$ cat config.mk
export PLATFORM = sky130hd
export DESIGN_NAME = bitslip_deser
export DESIGN_NICKNAME = d
export VERILOG_FILES = /design/src/rtl/deser_pkg.sv /design/src/rtl/deser_ctrl.sv /design/src/rtl/deser_data.sv /design/src/rtl/bitslip_deser.sv
export SDC_FILE = /design/constraint.sdc
export NUM_CORES = 1
export LEC_CHECK = 0
export ABC_AREA = 1
export CORE_AREA = 2 2 39 41
export DETAILED_ROUTE_END_ITERATION = 8
export DIE_AREA = 0 0 41 43
export MAX_ROUTING_LAYER = met4
export PLACE_DENSITY = 0.7
export SYNTH_ARGS = -nofsm -noshare
export SYNTH_HDL_FRONTEND = slang
export SYNTH_HIERARCHICAL = 1
export SYNTH_SLANG_ARGS = --single-unit
$ cat constraint.sdc
create_clock -name clk -period 1.5 [get_ports clk]
set_input_delay 0.225 -clock clk [delete_from_list [all_inputs] [get_ports clk]]
set_output_delay 0.225 -clock clk [all_outputs]
set_load 0.05 [all_outputs]
$ cat src/rtl/deser_pkg.sv
package deser_pkg;
  // Strobes sent from the phase control to the datapath
  typedef struct packed {
    logic load;  // capture the shift register into the parallel output
    logic hold;  // phase counter skips this edge (slip)
  } deserStrobes_t;
endpackage

$ cat src/rtl/deser_ctrl.sv
module deser_ctrl
  import deser_pkg::*;
#(
  parameter int WORD_W      = 4,
  parameter int SYNC_STAGES = 2
) (
  input  logic          clk,
  input  logic          rst,
  input  logic          syncIn,
  input  logic          modeWide,
  output deserStrobes_t strobes,
  output logic          clkDivWord,
  output logic          clkDivPair
);
  localparam int PHASE_W = $clog2(WORD_W);
  localparam int CNT_W   = PHASE_W + 1;

  logic [SYNC_STAGES-1:0] syncPipe;
  logic                   syncLast;
  logic [CNT_W-1:0]       phaseCnt;
  logic                   slipHold;
  logic                   termCount;

  // Metastability chain for the asynchronous slip request
  genvar i;
  generate
    for (i = 0; i < SYNC_STAGES; i++) begin : gSync
      if (i == 0) begin : gFirst
        always_ff @(posedge clk) begin
          if (rst) syncPipe[i] <= 1'b0;
          else     syncPipe[i] <= syncIn;
        end
      end else begin : gRest
        always_ff @(posedge clk) begin
          if (rst) syncPipe[i] <= 1'b0;
          else     syncPipe[i] <= syncPipe[i-1];
        end
      end
    end
  endgenerate

  always_ff @(posedge clk) begin
    if (rst) syncLast <= 1'b0;
    else     syncLast <= syncPipe[SYNC_STAGES-1];
  end

  // One hold cycle per rising edge of the synchronized request
  assign slipHold = syncPipe[SYNC_STAGES-1] & ~syncLast;

  always_ff @(posedge clk) begin
    if (rst)            phaseCnt <= '0;
    else if (!slipHold) phaseCnt <= phaseCnt + CNT_W'(1);
  end

  assign termCount = modeWide ? (&phaseCnt) : (&phaseCnt[PHASE_W-1:0]);

  always_comb begin
    strobes.load = termCount & ~slipHold;
    strobes.hold = slipHold;
  end

  assign clkDivWord = phaseCnt[PHASE_W-1];
  assign clkDivPair = phaseCnt[CNT_W-1];
endmodule

$ cat src/rtl/deser_data.sv
module deser_data #(
  parameter int WORD_W = 4
) (
  input  logic              clk,
  input  logic              rst,
  input  logic              selB,
  input  logic              sinA,
  input  logic              sinB,
  input  logic              loadWord,
  output logic [WORD_W-1:0] parOut,
  output logic              serOut
);
  logic              serialBit;
  logic [WORD_W-1:0] shiftReg;
  logic [WORD_W-1:0] shiftNext;

  assign serialBit = selB ? sinB : sinA;

  // Newest bit enters at the top; the oldest ends in stage 0
  genvar i;
  generate
    for (i = 0; i < WORD_W; i++) begin : gStage
      if (i == WORD_W - 1) begin : gTop
        assign shiftNext[i] = serialBit;
      end else begin : gMid
        assign shiftNext[i] = shiftReg[i+1];
      end
    end
  endgenerate

  always_ff @(posedge clk) begin
    if (rst) shiftReg <= '0;
    else     shiftReg <= shiftNext;
  end

  always_ff @(posedge clk) begin
    if (rst)           parOut <= '0;
    else if (loadWord) parOut <= shiftNext;
  end

  assign serOut = shiftReg[0];
endmodule

$ cat src/rtl/bitslip_deser.sv
module bitslip_deser
  import deser_pkg::*;
#(
  parameter int WORD_W      = 4,
  parameter int SYNC_STAGES = 2
) (
  input  logic              clk,
  input  logic              rst,
  input  logic              syncIn,
  input  logic              modeWide,
  input  logic              selB,
  input  logic              sinA,
  input  logic              sinB,
  output logic [WORD_W-1:0] parOut,
  output logic              serOut,
  output logic              clkDivWord,
  output logic              clkDivPair
);
  deserStrobes_t strobes;

  deser_ctrl #(
    .WORD_W     (WORD_W),
    .SYNC_STAGES(SYNC_STAGES)
  ) uCtrl (
    .clk       (clk),
    .rst       (rst),
    .syncIn    (syncIn),
    .modeWide  (modeWide),
    .strobes   (strobes),
    .clkDivWord(clkDivWord),
    .clkDivPair(clkDivPair)
  );

  deser_data #(
    .WORD_W(WORD_W)
  ) uData (
    .clk     (clk),
    .rst     (rst),
    .selB    (selB),
    .sinA    (sinA),
    .sinB    (sinB),
    .loadWord(strobes.load),
    .parOut  (parOut),
    .serOut  (serOut)
  );
endmodule

==> results.cfg <==
[worst_setup_path]
end_kind = flip-flop
reg2reg_slack_ns = 0.14
path_delay_family = adder cells
cpMostUsedCell = nor2_1
arrival_ns = 1.54
cp.buffers_inverters = 2
critical_path_class = flip-flop to flip-flop
crit_chain = ha_1 > ha_1 > nor2_1 > nor2_1 > buf_4 > nor2_1 > nor2_1 > nand2_1 > inv_1
cp_slowest_cell = dfxtp_2
cpPeakStageDelay_ns = 0.33
crit_required_ns = 1.68
crit_path_start_kind = flip-flop
critPathMaxFanout = 6

[power]
ir_drop_uv = 485
design_power_total_uw = 798
p_per_area_mw_per_mm2 = 1120
leakagePower_uw = 0.000343

[die]
coreArea_sq_mm = 0.00138
fp.dieW_um = 41
num_rows = 14
dieArea_sq_mm = 0.00176
die_h_um = 43
pin_count = 14
start_util_pct = 39.2

[global_routing]
grt_pass1_vias = 394
grt_use_total_pct = 12.8
grt_pass1_wl_mm = 1.52
antenna_found_initial = 0
overflow = 0
grt_max_degree = 9

[yosys]
yosysWarningCount = 6
postSynthAreaPerCell_sq_um = 7.63
syn_area_sq_um = 542
synthCells = 71
syn-num-nets = 80

[timing]
slew_headroom_pct = 84.3
fmax_ghz = 0.738
worstMarginPinSlew_ns = 0.234
fin_tns_setup_ns = 0
finalHoldViolCount = 0
setup_viol = 0
holdWs_ns = 0.405
post-route-period-util_pct = 90.4
rsz0062_at_grt = no
clock_skew_ns = 0.00483
drv_slew = 0
finalCriticalPeriod_ns = 1.36

[clocking]
cts_resized = 0
cts-root-buf = clkbuf_4
htree_levels = 1
hold_buffers = 0
numCtsBuffers = 3
cts.sinks = 14
worstSkewPairLatency_ns = 0.27
cts_buffer_depth = 2
path_clk_slew_ns = 0.08
post_cts_buffers = 0
cts_tree = built

[outcome]
status = finished, final reports clean

[route]
viasPerCell = 4.30
drt_wl_total_um = 858
wl_per_cell_um = 8.17
first_pass_iters = 4
vias = 452
initialDrtViolationCount = 5
drc_errors = 0
postRouteAntennaNets = 0

[final_layout]
layout-drive-gt1-share_pct = 19.1
final_area_sq_um = 712
antenna_cells = 0
fillers = 140
syn_to_final_growth_pct = 31.4
layout.nets = 99

[placement]
io_buffers = 13
dpl.hpwl_um = 674
dpl-instance-area_sq_um = 676
gp_congestion = 0.708

[flow_run]
drv_cap = 0

[min_path]
min_path_type = flip-flop to flip-flop
[worst paths after layout]
kind | from | endpoint | depth (start not counted)
worst max-delay path | uCtrl/phaseCnt[1] | uData/parOut[3] | 9
worst min-delay path | uCtrl/syncPipe[0] | uCtrl/syncPipe[1] | 2
worst max register to register | uCtrl/phaseCnt[1] | uData/parOut[3] | 9
worst min register to register | uCtrl/syncPipe[0] | uCtrl/syncPipe[1] | 2
[through the flow]
stage / util [%] / std cells / setup WS [ns]
after floorplan: - / 71 / 0.0340
after global placement: 48.8 / 101 / 0.140
after detailed placement: 48.8 / 101 / 0.118
after CTS: 51.4 / 105 / 0.134
after global routing: 51.4 / 105 / 0.0119
final: 51.4 / 105 / 0.144
[layout make-up]
| type | count | area [sq um] | share of cell area [%] |
|---|---|---|---|
| Clock buffer | 4 | 36.3 | 5.10 |
| Inverter | 15 | 56.3 | 7.91 |
| Multi-Input combinational cell | 41 | 190 | 26.7 |
| Sequential cell | 14 | 282 | 39.5 |
| Tap cell | 16 | 20.0 | 2.81 |
| Timing Repair Buffer | 15 | 128 | 17.9 |
[registers in the layout, summed over array words and instances, names as in the netlist]
name,flops
uCtrl/phaseCnt,3
uCtrl/syncLast,1
uCtrl/syncPipe,2
uData/parOut,4
uData/shiftReg,4
[cells in the final DEF, fill, tap and decap left out]
cell type        count
a21oi_1              4
buf_4                9
clkbuf_4             3
clkbuf_8             1
clkdlybuf4s50_1      6
dfxtp_1             13
dfxtp_2              1
ha_1                 2
inv_1               13
inv_2                2
nand2_1             13
nand3_1              4
nor2_1              16
nor2_4               1
o21ai_1              1
[worst min-delay path, cell delays in order (launching register included)]
cell     delay [ns]
dfxtp_1        0.30
inv_1          0.04
nor2_1         0.03
[report_power, final]
group | leakage, uW | switching [uW] | internal, uW
Clock | 0.0000210 | 115 | 147
Sequential | 0.000115 | 12.4 | 392
Combinational | 0.000207 | 78.8 | 52.5
Total | 0.000343 | 206 | 592
[per-layer routing]
layer	GRT usage, %	wire length, um
met1	16.1	406
met2	17.8	402
met3	3.14	40
met4	8.00	8
met5	-	0
No activity file was read; power rests on OpenSTA's default activity.
